### src/rtl/hfc_pkg.sv
package hfc_pkg;
  parameter int unsigned REG_W   = 4;
  parameter int unsigned OP_W    = 3;
  parameter int unsigned NUM_SRC = 2;

  typedef logic [REG_W-1:0] reg_t;

  typedef enum logic [OP_W-1:0] {
    OP_ADD  = 3'd0,
    OP_ADDI = 3'd1,
    OP_OR   = 3'd2,
    OP_ORI  = 3'd3,
    OP_LW   = 3'd4,
    OP_SW   = 3'd5,
    OP_RSV6 = 3'd6,
    OP_RSV7 = 3'd7
  } op_e;

  typedef enum logic [1:0] {
    FWD_RF    = 2'b00,
    FWD_MEMWB = 2'b01,
    FWD_EXMEM = 2'b10
  } fwd_e;

  typedef struct packed {
    logic vld;
    op_e  op;
    reg_t rs;
    reg_t rt;
    reg_t rd;
  } ifid_t;

  typedef struct packed {
    logic reg_write;
    logic mem_read;
    logic reg_dst;
    logic rt_src;
    reg_t rs;
    reg_t rt;
    reg_t rd;
  } idex_t;

  typedef struct packed {
    logic reg_write;
    reg_t rd;
  } wb_t;

  typedef struct packed {
    logic reg_write;
    logic mem_read;
    logic reg_dst;
    logic rt_src;
    logic rs_src;
  } ctrl_t;

  function automatic logic op_is_rtype(op_e op);
    return (op == OP_ADD) || (op == OP_OR);
  endfunction

  function automatic logic op_is_legal(op_e op);
    return op inside {OP_ADD, OP_ADDI, OP_OR, OP_ORI, OP_LW, OP_SW};
  endfunction
endpackage

### src/rtl/hfc_decode.sv
module hfc_decode
  import hfc_pkg::*;
(
  input  logic  vld_i,
  input  op_e   op_i,
  output ctrl_t ctrl_o
);
  always_comb begin
    ctrl_o           = '0;
    ctrl_o.rs_src    = vld_i;
    ctrl_o.rt_src    = vld_i && (op_is_rtype(op_i) || op_i == OP_SW);
    ctrl_o.reg_write = vld_i && (op_i != OP_SW);
    ctrl_o.mem_read  = vld_i && (op_i == OP_LW);
    ctrl_o.reg_dst   = vld_i && op_is_rtype(op_i);
  end
endmodule

### src/rtl/hfc_hazard.sv
module hfc_hazard
  import hfc_pkg::*;
(
  input  reg_t ifid_rs_i,
  input  reg_t ifid_rt_i,
  input  logic rs_src_i,
  input  logic rt_src_i,
  input  logic idex_mem_read_i,
  input  reg_t idex_rt_i,
  output logic stall_o
);
  logic hit_rs, hit_rt;

  assign hit_rs  = rs_src_i && (ifid_rs_i == idex_rt_i);
  assign hit_rt  = rt_src_i && (ifid_rt_i == idex_rt_i);
  assign stall_o = idex_mem_read_i && (idex_rt_i != '0) && (hit_rs || hit_rt);
endmodule

### src/rtl/hfc_fwd_unit.sv
module hfc_fwd_unit
  import hfc_pkg::*;
(
  input  reg_t src_i,
  input  logic used_i,
  input  wb_t  exmem_i,
  input  wb_t  memwb_i,
  output fwd_e sel_o
);
  logic near_hit, far_hit;

  assign near_hit = exmem_i.reg_write && (exmem_i.rd != '0) && (exmem_i.rd == src_i);
  assign far_hit  = memwb_i.reg_write && (memwb_i.rd != '0) && (memwb_i.rd == src_i);

  always_comb begin
    if (!used_i)       sel_o = FWD_RF;
    else if (near_hit) sel_o = FWD_EXMEM;
    else if (far_hit)  sel_o = FWD_MEMWB;
    else               sel_o = FWD_RF;
  end
endmodule

### src/rtl/hazard_fwd_ctrl.sv
module hazard_fwd_ctrl
  import hfc_pkg::*;
(
  input  logic             clk_i,
  input  logic             rst_ni,
  input  logic             valid_i,
  input  logic [OP_W-1:0]  op_i,
  input  logic [REG_W-1:0] rs_i,
  input  logic [REG_W-1:0] rt_i,
  input  logic [REG_W-1:0] rd_i,
  output logic [REG_W-1:0] ifid_rs_o,
  output logic [REG_W-1:0] ifid_rt_o,
  output logic [REG_W-1:0] ifid_rd_o,
  output logic [REG_W-1:0] idex_rs_o,
  output logic [REG_W-1:0] idex_rt_o,
  output logic [REG_W-1:0] idex_rd_o,
  output logic             idex_reg_write_o,
  output logic             idex_mem_read_o,
  output logic             idex_reg_dst_o,
  output logic [REG_W-1:0] exmem_rd_o,
  output logic             exmem_reg_write_o,
  output logic [REG_W-1:0] memwb_rd_o,
  output logic             memwb_reg_write_o,
  output logic [1:0]       fwd_a_o,
  output logic [1:0]       fwd_b_o,
  output logic             pc_write_o,
  output logic             ifid_write_o,
  output logic             idex_flush_o
);
  ifid_t ifid_q, fetch_d;
  idex_t idex_q, idex_d;
  wb_t   exmem_q, exmem_d, memwb_q;
  ctrl_t dec;
  logic  stall;
  op_e   op_in;

  assign op_in = op_e'(op_i);

  // illegal codes and idle cycles enter as all-zero bubbles
  always_comb begin
    fetch_d = '0;
    if (valid_i && op_is_legal(op_in)) begin
      fetch_d.vld = 1'b1;
      fetch_d.op  = op_in;
      fetch_d.rs  = rs_i;
      fetch_d.rt  = rt_i;
      fetch_d.rd  = op_is_rtype(op_in) ? rd_i : '0;
    end
  end

  hfc_decode u_dec (
    .vld_i  (ifid_q.vld),
    .op_i   (ifid_q.op),
    .ctrl_o (dec)
  );

  hfc_hazard u_haz (
    .ifid_rs_i       (ifid_q.rs),
    .ifid_rt_i       (ifid_q.rt),
    .rs_src_i        (dec.rs_src),
    .rt_src_i        (dec.rt_src),
    .idex_mem_read_i (idex_q.mem_read),
    .idex_rt_i       (idex_q.rt),
    .stall_o         (stall)
  );

  always_comb begin
    idex_d = '0;
    if (!stall && ifid_q.vld) begin
      idex_d.reg_write = dec.reg_write;
      idex_d.mem_read  = dec.mem_read;
      idex_d.reg_dst   = dec.reg_dst;
      idex_d.rt_src    = dec.rt_src;
      idex_d.rs        = ifid_q.rs;
      idex_d.rt        = ifid_q.rt;
      idex_d.rd        = ifid_q.rd;
    end
  end

  always_comb begin
    exmem_d.reg_write = idex_q.reg_write;
    exmem_d.rd        = '0;
    if (idex_q.reg_write) exmem_d.rd = idex_q.reg_dst ? idex_q.rd : idex_q.rt;
  end

  reg_t src_sel [NUM_SRC];
  logic src_use [NUM_SRC];
  fwd_e fwd_sel [NUM_SRC];

  assign src_sel[0] = idex_q.rs;
  assign src_use[0] = 1'b1;
  assign src_sel[1] = idex_q.rt;
  assign src_use[1] = idex_q.rt_src;

  for (genvar g = 0; g < NUM_SRC; g++) begin : g_fwd
    hfc_fwd_unit u_fwd (
      .src_i   (src_sel[g]),
      .used_i  (src_use[g]),
      .exmem_i (exmem_q),
      .memwb_i (memwb_q),
      .sel_o   (fwd_sel[g])
    );
  end

  always_ff @(posedge clk_i or negedge rst_ni) begin
    if (!rst_ni) begin
      ifid_q  <= '0;
      idex_q  <= '0;
      exmem_q <= '0;
      memwb_q <= '0;
    end else begin
      if (!stall) ifid_q <= fetch_d;
      idex_q  <= idex_d;
      exmem_q <= exmem_d;
      memwb_q <= exmem_q;
    end
  end

  assign ifid_rs_o         = ifid_q.rs;
  assign ifid_rt_o         = ifid_q.rt;
  assign ifid_rd_o         = ifid_q.rd;
  assign idex_rs_o         = idex_q.rs;
  assign idex_rt_o         = idex_q.rt;
  assign idex_rd_o         = idex_q.rd;
  assign idex_reg_write_o  = idex_q.reg_write;
  assign idex_mem_read_o   = idex_q.mem_read;
  assign idex_reg_dst_o    = idex_q.reg_dst;
  assign exmem_rd_o        = exmem_q.rd;
  assign exmem_reg_write_o = exmem_q.reg_write;
  assign memwb_rd_o        = memwb_q.rd;
  assign memwb_reg_write_o = memwb_q.reg_write;
  assign fwd_a_o           = fwd_sel[0];
  assign fwd_b_o           = fwd_sel[1];
  assign pc_write_o        = !stall;
  assign ifid_write_o      = !stall;
  assign idex_flush_o      = stall;
endmodule

### config.mk
export PLATFORM = sky130hd
export DESIGN_NAME = hazard_fwd_ctrl
export DESIGN_NICKNAME = d
export VERILOG_FILES = /design/src/rtl/hfc_pkg.sv /design/src/rtl/hfc_decode.sv /design/src/rtl/hfc_hazard.sv /design/src/rtl/hfc_fwd_unit.sv /design/src/rtl/hazard_fwd_ctrl.sv
export SDC_FILE = /design/constraint.sdc
export NUM_CORES = 1
export LEC_CHECK = 0
export ABC_AREA = 1
export BUFFER_PORTS_ARGS = -buffer_cell sky130_fd_sc_hd__buf_2
export CAP_MARGIN = 25
export CORE_UTILIZATION = 51
export DETAILED_ROUTE_END_ITERATION = 8
export PLACE_DENSITY = 0.81
export REMOVE_ABC_BUFFERS = 1
export SYNTH_ARGS = -nofsm -noshare
export SYNTH_HDL_FRONTEND = slang
export SYNTH_SLANG_ARGS = --single-unit
### constraint.sdc
create_clock -name clk_i -period 1.5 [get_ports clk_i]
set_input_delay 0.075 -clock clk_i [delete_from_list [all_inputs] [get_ports clk_i]]
set_output_delay 0.075 -clock clk_i [all_outputs]
set_load 0.01 [all_outputs]
==> results of run 1 <==
## tightest hold or removal path, cell delays in order
cell,delay (ns)
buf_2,0.08
nand2_1,0.04
inv_1,0.04
nand2_1,0.05
nand2_1,0.05
## metal layers
layer  vias up  global-route usage, %
li1        952                      -
met5         -                      0
met2        80                   42.2
met4         0                   5.59
met1       936                   28.1
met3        12                   5.17
## logic make-up (layout without fill, tap and decap cells)
family / after synthesis / in the layout / share of synthesized area (%)
flip-flops: 42 / 42 / 49.7
AO/OA/AOI/OAI: 17 / 17 / 4.38
AND/OR/NAND/NOR: 134 / 135 / 26.7
buffers and inverters: 59 / 136 / 13.9
XOR/XNOR: 13 / 13 / 5.38
## synthesized netlist by cell type (2+ instances only)
library cell / number / share of area (%)
nand4_1: 2 / 0.59
nand2_1: 62 / 11
inv_2: 4 / 0.71
o21ai_0: 7 / 1.7
nand2_4: 3 / 1.6
buf_6: 2 / 1.1
xor2_1: 6 / 2.5
nor2_1: 41 / 7.3
inv_1: 36 / 6.4
nand3_1: 23 / 5.4
a21oi_1: 6 / 1.4
nor3_1: 2 / 0.47
xnor2_1: 7 / 2.9
dfrtp_1: 42 / 50
buf_4: 15 / 5.3
## sequential cells by signal, summed over array words and instances, names as in the netlist
name and count:
idex_rs_o 4, idex_reg_dst_o 1, ifid_rs_o 4, idex_rt_o 4, idex_reg_write_o 1, ifid_rd_o 4
memwb_reg_write_o 1, ifid_q 4, idex_q 1, ifid_rt_o 4, exmem_rd_o 4, idex_mem_read_o 1
idex_rd_o 4, exmem_reg_write_o 1, memwb_rd_o 4
## cell type report
type | instances | area [um^2] | share of cell area (%)
inverters | 40 | 150 | 5.27
clock inverters | 3 | 40.0 | 1.40
clock buffers | 5 | 68.8 | 2.41
repair buffers | 88 | 569 | 20.0
well taps | 50 | 62.6 | 2.19
flip-flops and latches | 42 | 1060 | 37.1
multi-input cells | 165 | 901 | 31.6
## per-stage QoR
stage | util (%) | setup TNS [ns] | total power [mW] | setup slack [ns]
global route | 71.3 | -4.71 | 2.63 | -0.260
global placement | 61.0 | 0 | 1.58 | 0.121
finish | 71.3 | -2.63 | 2.53 | -0.200
CTS | 68.1 | -0.420 | 2.50 | -0.104
floorplan | - | -1.12 | 1.43 | -0.0709
detailed placement | 61.0 | 0 | 1.59 | 0.0667
## timing repair
item                                    in CTS  in global routing
pin swaps                                   10                  4
endpoints found under the hold margin       20                  0
setup buffers                               14                  3
hold buffers                                 1                  0
gates resized for setup                     19                 33
endpoints found under the setup margin       7                 37
gates cloned                                 0                  1
## power by group
| group | switching (mW) | internal [mW] | total [mW] | leakage [nW] |
|---|---|---|---|---|
| logic | 0.234 | 0.174 | 0.408 | 1.02 |
| clock network | 0.385 | 0.490 | 0.875 | 0.0579 |
| registers | 0.0610 | 1.18 | 1.24 | 0.554 |
| total | 0.680 | 1.85 | 2.53 | 1.64 |
## worst min-delay path by stage
stage                                    endpoint  depth (start not counted)  slack (ns)     from
after global routing       ifid_q[13]$_DFFE_PN0N_                          5        0.09  op_i[1]
after floorplan           exmem_rd_o[0]$_DFF_PN0_                          0       -0.22   rst_ni
after detailed placement  memwb_rd_o[2]$_DFF_PN0_                          1        0.06   rst_ni
final                      ifid_q[13]$_DFFE_PN0N_                          5        0.08  op_i[1]
after CTS                  ifid_q[13]$_DFFE_PN0N_                          5        0.07  op_i[1]
after global placement    memwb_rd_o[2]$_DFF_PN0_                          1        0.06   rst_ni
==> impl_metrics.env, run 1 <==
export IMPL_status="finished with violations"
export IMPL_violations="negative setup slack"
export IMPL_vias=1980
export IMPL_track_usage_pct=23.4
export IMPL_portBuffers=61
export IMPL_required_ns=1.42
export IMPL_routedLengthMet1_mm=2.07
export IMPL_critPathCaptureType="primary output"
export IMPL_ys_types=22
export IMPL_post_drt_wl_per_cell_um=13.5
export IMPL_fill_cells=317
export IMPL_grt_pass1_wl_mm=7.58
export IMPL_async_flop_share_pct=100
export IMPL_clock_sinks=42
export IMPL_holdWs_ns=0.0761
export IMPL_synth_flop_cell="dfrtp_1"
export IMPL_min_period_ns=1.70
export IMPL_grt_pass1_vias=1687
export IMPL_dp_cells=367
export IMPL_ant_nets=0
export IMPL_layout_commonest_cell="buf_2"
export IMPL_gp_congestion=0.837
export IMPL_clockBufferDepth=2
export IMPL_fin_crit_sh_pct=113
export IMPL_fp_dieH_um=66.4
export IMPL_dpl_hpwl_mm=3.30
export IMPL_synth_edf_count=0
export IMPL_rsz0062_at_grt="yes"
export IMPL_syn2layout_area_growth_pct=34.7
export IMPL_crit_start="ifid_q[15]$_DFFE_PN0N_"
export IMPL_path_depth=7
export IMPL_path_clk_slew_ns=0.08
export IMPL_drc=0
export IMPL_drive_above_1_share_pct=40.8
export IMPL_numCtsBuffers=5
export IMPL_path_max_fanout=6
export IMPL_fin_area_um2=2850
export IMPL_crit_chain="o21ai_2 -> nor2_1 -> nand3_2 -> nand2_4 -> nand2_4 -> buf_12 -> buf_6"
export IMPL_wl_met2_mm=2.88
export IMPL_max_slew_worst_pin_slew_ns=0.504
export IMPL_r2r_start="ifid_q[15]$_DFFE_PN0N_"
export IMPL_met3WireLength_um=282
export IMPL_worstSkewPairLatency_ns=0.30
export IMPL_rr_worst_depth=10
export IMPL_report_final_slew_viol_count=0
export IMPL_layout_nets=360
export IMPL_place_area_um2=2440
export IMPL_crit_end="ifid_write_o"
export IMPL_die_area_um2=4410
export IMPL_hold_violations=0
export IMPL_cts_tree="yes"
export IMPL_chipWidth_um=66.4
export IMPL_drt_first_pass_iters=4
export IMPL_crit_type="reg -> out"
export IMPL_max_freq_ghz=0.588
export IMPL_row_count=23
export IMPL_syn_avg_cell_area_um2=7.98
export IMPL_peakVddDrop_v=0.000582
export IMPL_final_setup_viol_count=30
export IMPL_hold_class="in -> reg"
export IMPL_io_pins=62
export IMPL_critical_path_max_stage_delay_ns=0.52
export IMPL_startpoint_type="flop"
export IMPL_cap_violations=0
export IMPL_clock_root_buffer="clkbuf_8"
export IMPL_relSlewSlack_pct=66.4
export IMPL_grt_ovfl_total=0
export IMPL_final_cell_mix="58 x buf_2, 50 x nand2_1, 37 x nor2_1"
export IMPL_yosysSeqAreaShare_pct=49.7
export IMPL_start_util_pct=52.9
export IMPL_finClkSkew_ns=0.00757
export IMPL_top_layer_used="met4"
export IMPL_synth_seq_cells=42
export IMPL_drt_wl_total_mm=5.30
export IMPL_worst_path_buf_inv=2
export IMPL_final_setup_worst_slack_ns=-0.200
export IMPL_synth_warnings=0
export IMPL_cpMaxStageDelayCell="dfrtp_2"
export IMPL_r2r_end="ifid_rs_o[2]$_DFFE_PN0N_"
export IMPL_p_per_area_nw_per_um2=887
export IMPL_p_leak_nw=1.64
export IMPL_vias_per_cell=5.04
export IMPL_grt_start_max_net_pins=23
export IMPL_antenna_found_initial=0
export IMPL_cp_top_family="flip-flops"
export IMPL_cp_common_cell="nand2_4"
export IMPL_ctsHtreeMaxLevel=2
export IMPL_r2r_slack_ns=-0.19
export IMPL_core_area_um2=4000
export IMPL_cp_arrival_ns=1.63
export IMPL_netlist_area_um2=2120
export IMPL_synth_cells=265
export IMPL_antenna_cells=0
export IMPL_drt_iter0_markers=100
export IMPL_instances_no_fill=393
No activity file was read; power rests on OpenSTA's default activity.
==> run 2: changes to the inputs <==
--- a/config.mk
+++ b/config.mk
@@ -8,9 +8,11 @@
 export ABC_AREA = 1
 export BUFFER_PORTS_ARGS = -buffer_cell sky130_fd_sc_hd__buf_2
 export CAP_MARGIN = 25
-export CORE_UTILIZATION = 51
+export CORE_MARGIN = 3
+export CORE_UTILIZATION = 53
+export CTS_BUF_LIST = sky130_fd_sc_hd__clkbuf_8
 export DETAILED_ROUTE_END_ITERATION = 8
-export PLACE_DENSITY = 0.81
+export PLACE_DENSITY = 0.84
 export REMOVE_ABC_BUFFERS = 1
 export SYNTH_ARGS = -nofsm -noshare
 export SYNTH_HDL_FRONTEND = slang
==> run 2 against run 1 <==
Net effect: the flow still finishes with violations (negative setup slack); cell area is essentially flat; wire length rose by 6.1%; count of clock-buffer cells in the layout unchanged; non-clock buffer count up 11; final cell count is 2.3% higher; combinational power increased by 7.8%; sequential share of layout area about the same; worst setup slack lost 0.0099 ns; die area rose by 8.5%.
==> impl_metrics.env, run 2 (synthesis gave the netlist of run 1 again) <==
export IMPL_required_ns=1.42
export IMPL_holdWs_ns=0.0551
export IMPL_hold_class="in -> reg"
export IMPL_antenna_cells=0
export IMPL_p_per_area_nw_per_um2=847
export IMPL_grt_start_max_net_pins=28
export IMPL_clockBufferDepth=2
export IMPL_start_util_pct=56.5
export IMPL_share_comb_of_total_power_pct=18.2
export IMPL_startpoint_type="flop"
export IMPL_fin_crit_sh_pct=114
export IMPL_crit_type="reg -> out"
export IMPL_chipWidth_um=69.2
export IMPL_p_leak_nw=1.67
export IMPL_clock_sinks=42
export IMPL_path_max_fanout=4
export IMPL_cp_arrival_ns=1.64
export IMPL_finClkSkew_ns=0.00881
export IMPL_syn2layout_area_growth_pct=34.8
export IMPL_vias=1993
export IMPL_swShare_pct=29.4
export IMPL_io_pins=62
export IMPL_report_final_slew_viol_count=0
export IMPL_clock_root_buffer="clkbuf_8"
export IMPL_violations="negative setup slack"
export IMPL_drt_first_pass_iters=5
export IMPL_dp_slack_ns=0.0742
export IMPL_p_seq_share_pct=51.3
export IMPL_peakVddDrop_v=0.000749
export IMPL_final_cell_mix="60 x nand2_1, 58 x buf_2, 39 x nor2_1"
export IMPL_max_freq_ghz=0.585
export IMPL_drc=0
export IMPL_gp_congestion=0.855
export IMPL_r2r_start="ifid_rs_o[1]$_DFFE_PN0N_"
export IMPL_status="finished with violations"
export IMPL_path_clk_slew_ns=0.09
export IMPL_ant_nets=0
export IMPL_final_setup_viol_count=33
export IMPL_critPathCaptureType="primary output"
export IMPL_grt_pass1_wl_mm=8.79
export IMPL_p_sw_uw=709
export IMPL_layout_commonest_cell="nand2_1"
export IMPL_hold_violations=0
export IMPL_grt_ovfl_total=0
export IMPL_relSlewSlack_pct=60.7
export IMPL_max_slew_worst_pin_slew_ns=0.589
export IMPL_post_drt_wl_per_cell_um=14.0
export IMPL_multi_input_area_um2=853
export IMPL_antenna_found_initial=0
export IMPL_worstSkewPairLatency_ns=0.31
export IMPL_fill_cells=250
export IMPL_drt_wl_total_mm=5.63
export IMPL_r2r_slack_ns=-0.14
export IMPL_ctsHtreeMaxLevel=2
export IMPL_grt_pass1_vias=1875
export IMPL_min_period_ns=1.71
export IMPL_fp_dieH_um=69.2
export IMPL_die_area_um2=4790
export IMPL_final_setup_worst_slack_ns=-0.210
export IMPL_dpl_hpwl_mm=3.48
export IMPL_r2r_end="ifid_rs_o[3]$_DFFE_PN0N_"
export IMPL_numCtsBuffers=5
export IMPL_portBuffers=61
export IMPL_drt_iter0_markers=105
export IMPL_rr_worst_depth=11
export IMPL_core_area_um2=3740
export IMPL_rsz0062_at_grt="yes"
export IMPL_crit_start="ifid_rs_o[1]$_DFFE_PN0N_"
export IMPL_drive_above_1_share_pct=39.0
export IMPL_row_count=22
export IMPL_crit_end="ifid_write_o"
export IMPL_cell_internal_pwr_mw=1.71
export IMPL_layout_nets=371
export IMPL_cts_tree="yes"
export IMPL_register_area_um2=1060
export IMPL_cap_violations=0
export IMPL_track_usage_pct=23.1
export IMPL_vias_per_cell=4.96
export IMPL_clock_power_share_pct=30.4
[run 2: cell count changes in the layout (fill, tap and decap cells not counted), moves of 2 or more]
cell,delta
nand2_1,+10
nand2_2,-10
nor2_1,+2
inv_1,-3
nand3_1,+2
inv_2,+2
buf_4,+12
o21ai_2,-2
nor2_2,-2
nand3_2,-2
[run 2: metrics by stage]
step	area, um^2	util (%)	setup TNS [ns]	power, mW	cells
detailed placement	2450	65.4	0	1.60	368
global placement	2450	65.4	0	1.59	368
finish	2850	76.2	-2.67	2.42	402
CTS	2720	72.7	-0.990	2.37	393
floorplan	1970	-	-1.12	1.43	246
global route	2850	76.2	-5.35	2.53	402
[run 2: power groups by stage]
stage	Combinational [mW]	Sequential, mW	Clock, mW
after detailed placement	0.341	1.26	0
after floorplan	0.163	1.27	0
after global placement	0.334	1.25	0
final	0.440	1.24	0.735
after global routing	0.486	1.25	0.796
after CTS	0.391	1.23	0.745
[run 2: worst min-delay path by stage]
| stage | startpoint | to | slack (ns) | cells past startpoint |
|---|---|---|---|---|
| CTS | op_i[1] | ifid_q[13]$_DFFE_PN0N_ | 0.06 | 5 |
| finish | op_i[1] | ifid_q[13]$_DFFE_PN0N_ | 0.06 | 5 |
| floorplan | rst_ni | exmem_rd_o[0]$_DFF_PN0_ | -0.22 | 0 |
| detailed placement | rst_ni | memwb_rd_o[2]$_DFF_PN0_ | 0.1 | 1 |
| global route | op_i[1] | ifid_q[13]$_DFFE_PN0N_ | 0.07 | 5 |
| global placement | rst_ni | memwb_rd_o[2]$_DFF_PN0_ | 0.10 | 1 |
[run 2: area by class of cell]
type / count / area share, %
clock buffer: 5 / 2.41
clock inverter: 3 / 0.746
inverter: 40 / 5.35
multi-input combinational: 165 / 29.9
sequential: 42 / 37.2
tap: 48 / 2.11
timing repair buffer: 99 / 22.3
[run 2: critical path, stage by stage (launching register included)]
cell and delay, ns:
dfrtp_2 0.45, buf_6 0.13, nand2_2 0.05, nand2_1 0.06
nor2_1 0.09, nand3_1 0.13, nand2_4 0.11, nand2_4 0.07
buf_12 0.13, buf_6 0.11
[run 2: layer usage]
metal | vias up | wire length [um] | track usage [%]
met5 | - | 0 | 0
met1 | 931 | 2200 | 27.7
li1 | 966 | - | -
met3 | 9 | 407 | 7.10
met4 | 0 | 89 | 7.81
met2 | 87 | 2930 | 39.4
[run 2: what timing repair did]
action	4_1_cts	5_1_grt
pin swaps	8	6
buffers inserted	16	8
hold buffers	1	0
endpoints found under the setup margin	7	39
cloned	0	1
hold endpoints to repair	25	0
gates resized for setup	19	19
==> run 3: changes to the inputs <==
--- a/config.mk
+++ b/config.mk
@@ -6,13 +6,13 @@
 export NUM_CORES = 1
 export LEC_CHECK = 0
 export ABC_AREA = 1
-export BUFFER_PORTS_ARGS = -buffer_cell sky130_fd_sc_hd__buf_2
 export CAP_MARGIN = 25
 export CORE_MARGIN = 3
-export CORE_UTILIZATION = 53
+export CORE_UTILIZATION = 59
 export CTS_BUF_LIST = sky130_fd_sc_hd__clkbuf_8
 export DETAILED_ROUTE_END_ITERATION = 8
-export PLACE_DENSITY = 0.84
+export DONT_BUFFER_PORTS = 1
+export PLACE_DENSITY = 0.8
 export REMOVE_ABC_BUFFERS = 1
 export SYNTH_ARGS = -nofsm -noshare
 export SYNTH_HDL_FRONTEND = slang
==> constraint.sdc (replaced) <==
create_clock -name clk_i -period 1.4 [get_ports clk_i]
set_input_delay 0.07 -clock clk_i [delete_from_list [all_inputs] [get_ports clk_i]]
set_output_delay 0.07 -clock clk_i [all_outputs]
set_load 0.1 [all_outputs]
==> run 3 against run 2 <==
Net effect: the flow now stops in global routing; area after synthesis unchanged; synthesized cell count unchanged.
==> impl_metrics.env, run 3 <==
export IMPL_synth_flop_cell="dfrtp_1"
export IMPL_synth_most_common_cell="nand2_1"
export IMPL_synth_top_area_share_pct=49.7
export IMPL_io_pins=62
export IMPL_synth_edf_count=0
export IMPL_clock_sinks=42
export IMPL_status="aborted with a tool error"
export IMPL_dpl_hpwl_mm=3.77
export IMPL_async_flop_share_pct=100
export IMPL_chipWidth_um=65.9
export IMPL_clock_root_buffer="clkbuf_8"
export IMPL_clockBufferDepth=2
export IMPL_place_area_um2=2600
export IMPL_synth_warnings=0
export IMPL_synth_seq_cells=42
export IMPL_grt_start_max_net_pins=43
export IMPL_ys_types=22
export IMPL_numCtsBuffers=5
export IMPL_fp_dieH_um=65.9
export IMPL_haltStage="global routing"
export IMPL_syn_avg_cell_area_um2=7.98
export IMPL_synth_cells=265
export IMPL_portBuffers=0
export IMPL_netlist_top_cells_area="dfrtp_1 50%, nand2_1 11%, nor2_1 7.3%"
export IMPL_worstEndpointType="top-level output"
export IMPL_start_util_pct=62.4
export IMPL_yosysTopAreaCell="dfrtp_1"
export IMPL_netlist_area_um2=2120
export IMPL_yosysSeqAreaShare_pct=49.7
export IMPL_worstEndpointGrtRepair="fwd_b_o[1]"
export IMPL_error_line="[ERROR DPL-0038] Utilization greater than 100%, impossible to legalize"
export IMPL_gp_congestion=0.833
export IMPL_row_count=21
export IMPL_yosys_top_cells_count="62 x nand2_1, 42 x dfrtp_1, 41 x nor2_1"
export IMPL_ctsHtreeMaxLevel=2
==> run 3: repair_timing <==
action / 4_1_cts
endpoints found under the hold margin: 57
gates resized for setup: 47
hold buffers: 17
buffers inserted: 7
pin swaps: 9
endpoints found under the setup margin: 38
cloned: 1
==> run 3: logic make-up after synthesis <==
logic type                count (synthesis)  share of synthesized area, %
xor gates and xnor gates                 13                          5.38
AOI/OAI and AO/OA                        17                          4.38
buffers and inverters                    59                          13.9
and+or+nand+nor                         134                          26.7
DFF                                      42                          49.7
==> run 3: through the flow <==
step / utilization [%] / std cells / setup TNS [ns] / worst slack [ns]
global placement: 76.7 / 356 / 0 / 0.00799
floorplan: - / 246 / -48.02 / -3.45
detailed placement: 76.7 / 356 / -0.999 / -0.0862
CTS: 93.3 / 389 / -5.30 / -0.304
==> run 4: changes to the inputs <==
--- a/config.mk
+++ b/config.mk
@@ -8,11 +8,10 @@
 export ABC_AREA = 1
 export CAP_MARGIN = 25
 export CORE_MARGIN = 3
-export CORE_UTILIZATION = 59
-export CTS_BUF_LIST = sky130_fd_sc_hd__clkbuf_8
+export CORE_UTILIZATION = 40
 export DETAILED_ROUTE_END_ITERATION = 8
 export DONT_BUFFER_PORTS = 1
-export PLACE_DENSITY = 0.8
+export PLACE_DENSITY_LB_ADDON = 0.15
 export REMOVE_ABC_BUFFERS = 1
 export SYNTH_ARGS = -nofsm -noshare
 export SYNTH_HDL_FRONTEND = slang
==> constraint.sdc (replaced) <==
create_clock -name clk_i -period 1.8 [get_ports clk_i]
set_input_delay 0.09 -clock clk_i [delete_from_list [all_inputs] [get_ports clk_i]]
set_output_delay 0.09 -clock clk_i [all_outputs]
set_load 0.1 [all_outputs]
==> run 4 against run 3 <==
Net effect: the run now ends clean.
==> impl_metrics.env, run 4 (synthesis gave the netlist of run 1 again) <==
export IMPL_post_drt_wl_per_cell_um=12.5
export IMPL_instances_no_fill=387
export IMPL_fill_cells=457
export IMPL_rr_worst_depth=9
export IMPL_final_cell_mix="62 x nand2_1, 45 x buf_4, 39 x nor2_1"
export IMPL_grt_ovfl_total=0
export IMPL_fin_crit_sh_pct=96.1
export IMPL_max_slew_worst_pin_slew_ns=0.465
export IMPL_drc=0
export IMPL_peakVddDrop_v=0.000419
export IMPL_layout_commonest_cell="nand2_1"
export IMPL_syn2layout_area_growth_pct=33.9
export IMPL_busiest_layer="met2"
export IMPL_cts_tree="yes"
export IMPL_drt_wl_total_mm=4.83
export IMPL_row_count=25
export IMPL_worstSkewPairLatency_ns=0.29
export IMPL_vias_per_cell=4.60
export IMPL_clock_root_buffer="clkbuf_8"
export IMPL_layout_nets=337
export IMPL_max_freq_ghz=0.578
export IMPL_dpl_hpwl_mm=3.57
export IMPL_swShare_pct=35.7
export IMPL_share_comb_of_total_power_pct=27.1
export IMPL_dp_slack_ns=0.199
export IMPL_drt_iter0_markers=99
export IMPL_p_leak_nw=1.50
export IMPL_chipWidth_um=78.7
export IMPL_holdWs_ns=0.0108
export IMPL_report_final_slew_viol_count=0
export IMPL_cp_arrival_ns=1.64
export IMPL_antenna_found_initial=0
export IMPL_p_sw_uw=805
export IMPL_min_period_ns=1.73
export IMPL_drt_first_pass_iters=4
export IMPL_io_pins=62
export IMPL_final_setup_worst_slack_ns=0.0706
export IMPL_p_per_area_nw_per_um2=796
export IMPL_start_util_pct=43.1
export IMPL_grtUsageMet3_pct=5.22
export IMPL_path_clk_slew_ns=0.08
export IMPL_ant_nets=0
export IMPL_met1_usage_pct=22.4
export IMPL_track_usage_pct=16.6
export IMPL_hold_violations=0
export IMPL_critPathCaptureType="primary output"
export IMPL_ctsHtreeMaxLevel=2
export IMPL_cap_violations=0
export IMPL_path_max_fanout=4
export IMPL_required_ns=1.71
export IMPL_finClkSkew_ns=0.00563
export IMPL_numCtsBuffers=5
export IMPL_drive_above_1_share_pct=25.6
export IMPL_vias=1781
export IMPL_final_setup_viol_count=0
export IMPL_clock_power_share_pct=27.3
export IMPL_use_met2_pct=26.1
export IMPL_portBuffers=0
export IMPL_clockBufferDepth=2
export IMPL_die_area_um2=6200
export IMPL_antenna_cells=0
export IMPL_core_area_um2=4910
export IMPL_grt_start_max_net_pins=43
export IMPL_grt_pass1_vias=1670
export IMPL_dp_cells=359
export IMPL_relSlewSlack_pct=68.9
export IMPL_cell_internal_pwr_mw=1.45
export IMPL_clock_sinks=42
export IMPL_crit_type="reg -> out"
export IMPL_fp_dieH_um=78.7
export IMPL_startpoint_type="flop"
export IMPL_status="complete, no violations"
export IMPL_grt_pass1_wl_mm=8.13
export IMPL_min_delay_path_depth=4
export IMPL_hold_class="in -> reg"
export IMPL_p_seq_share_pct=45.6
export IMPL_rsz0062_at_grt="no"
export IMPL_gp_congestion=0.760
[run 4: final cells by class]
cell class	count	area (um^2)	share of cell area (%)
clock buffers	7	86.3	3.05
clock inverters	1	5.00	0.177
inverters	40	153	5.39
multi-input cells	164	810	28.6
flip-flops and latches	42	1060	37.4
well taps	67	83.8	2.96
repair buffers	66	637	22.5
[run 4: path summary, 6_finish.rpt]
check / start / to / slack, ns
setup / recovery: idex_rt_o[1]$_DFF_PN0_ / fwd_b_o[0] / 0.07
hold / removal: rs_i[2] / ifid_rs_o[2]$_DFFE_PN0N_ / 0.01
setup reg to reg: idex_rt_o[0]$_DFF_PN0_ / idex_rs_o[0]$_DFF_PN0_ / 0.20
hold reg to reg: idex_reg_write_o$_DFF_PN0_ / exmem_reg_write_o$_DFF_PN0_ / 0.46
max in group asynchronous: rst_ni / exmem_rd_o[0]$_DFF_PN0_ / 1.31
min in group asynchronous: rst_ni / idex_rt_o[1]$_DFF_PN0_ / 0.29
[run 4: worst max-delay path, cell delays in order (launching register included)]
cell and delay (ns):
dfrtp_2 0.45, buf_6 0.20, xnor2_1 0.17, nand4_1 0.15, and3_1 0.21, buf_12 0.17
[run 4: metrics by stage]
stage	utilization (%)	area [um^2]	TNS [ns]	power (mW)
floorplan	-	1970	-32.09	1.46
finish	57.7	2830	0	2.26
global placement	50.7	2490	0	1.60
global route	57.7	2830	0	2.36
CTS	55.9	2750	0	2.26
detailed placement	50.7	2490	0	1.60
[run 4: per-layer routing]
| metal | wire length (um) | vias up |
|---|---|---|
| met1 | 2270 | 819 |
| met3 | 305 | 7 |
| met5 | 0 | - |
| met4 | 53 | 0 |
| met2 | 2200 | 51 |
| li1 | - | 904 |
[run 4: power by group through the flow]
stage | clock network [mW] | registers (mW) | logic, mW
finish | 0.616 | 1.03 | 0.612
global route | 0.676 | 1.03 | 0.653
CTS | 0.630 | 1.03 | 0.606
detailed placement | 0 | 1.05 | 0.556
global placement | 0 | 1.04 | 0.556
floorplan | 0 | 1.30 | 0.166
[run 4: repair_timing]
action | 4_1_cts | 5_1_grt
setup buffers | 0 | 7
endpoints found under the hold margin | 53 | 0
gates resized for setup | 8 | 12
endpoints found under the setup margin | 7 | 7
pin swaps | 0 | 4
hold buffers | 13 | 0
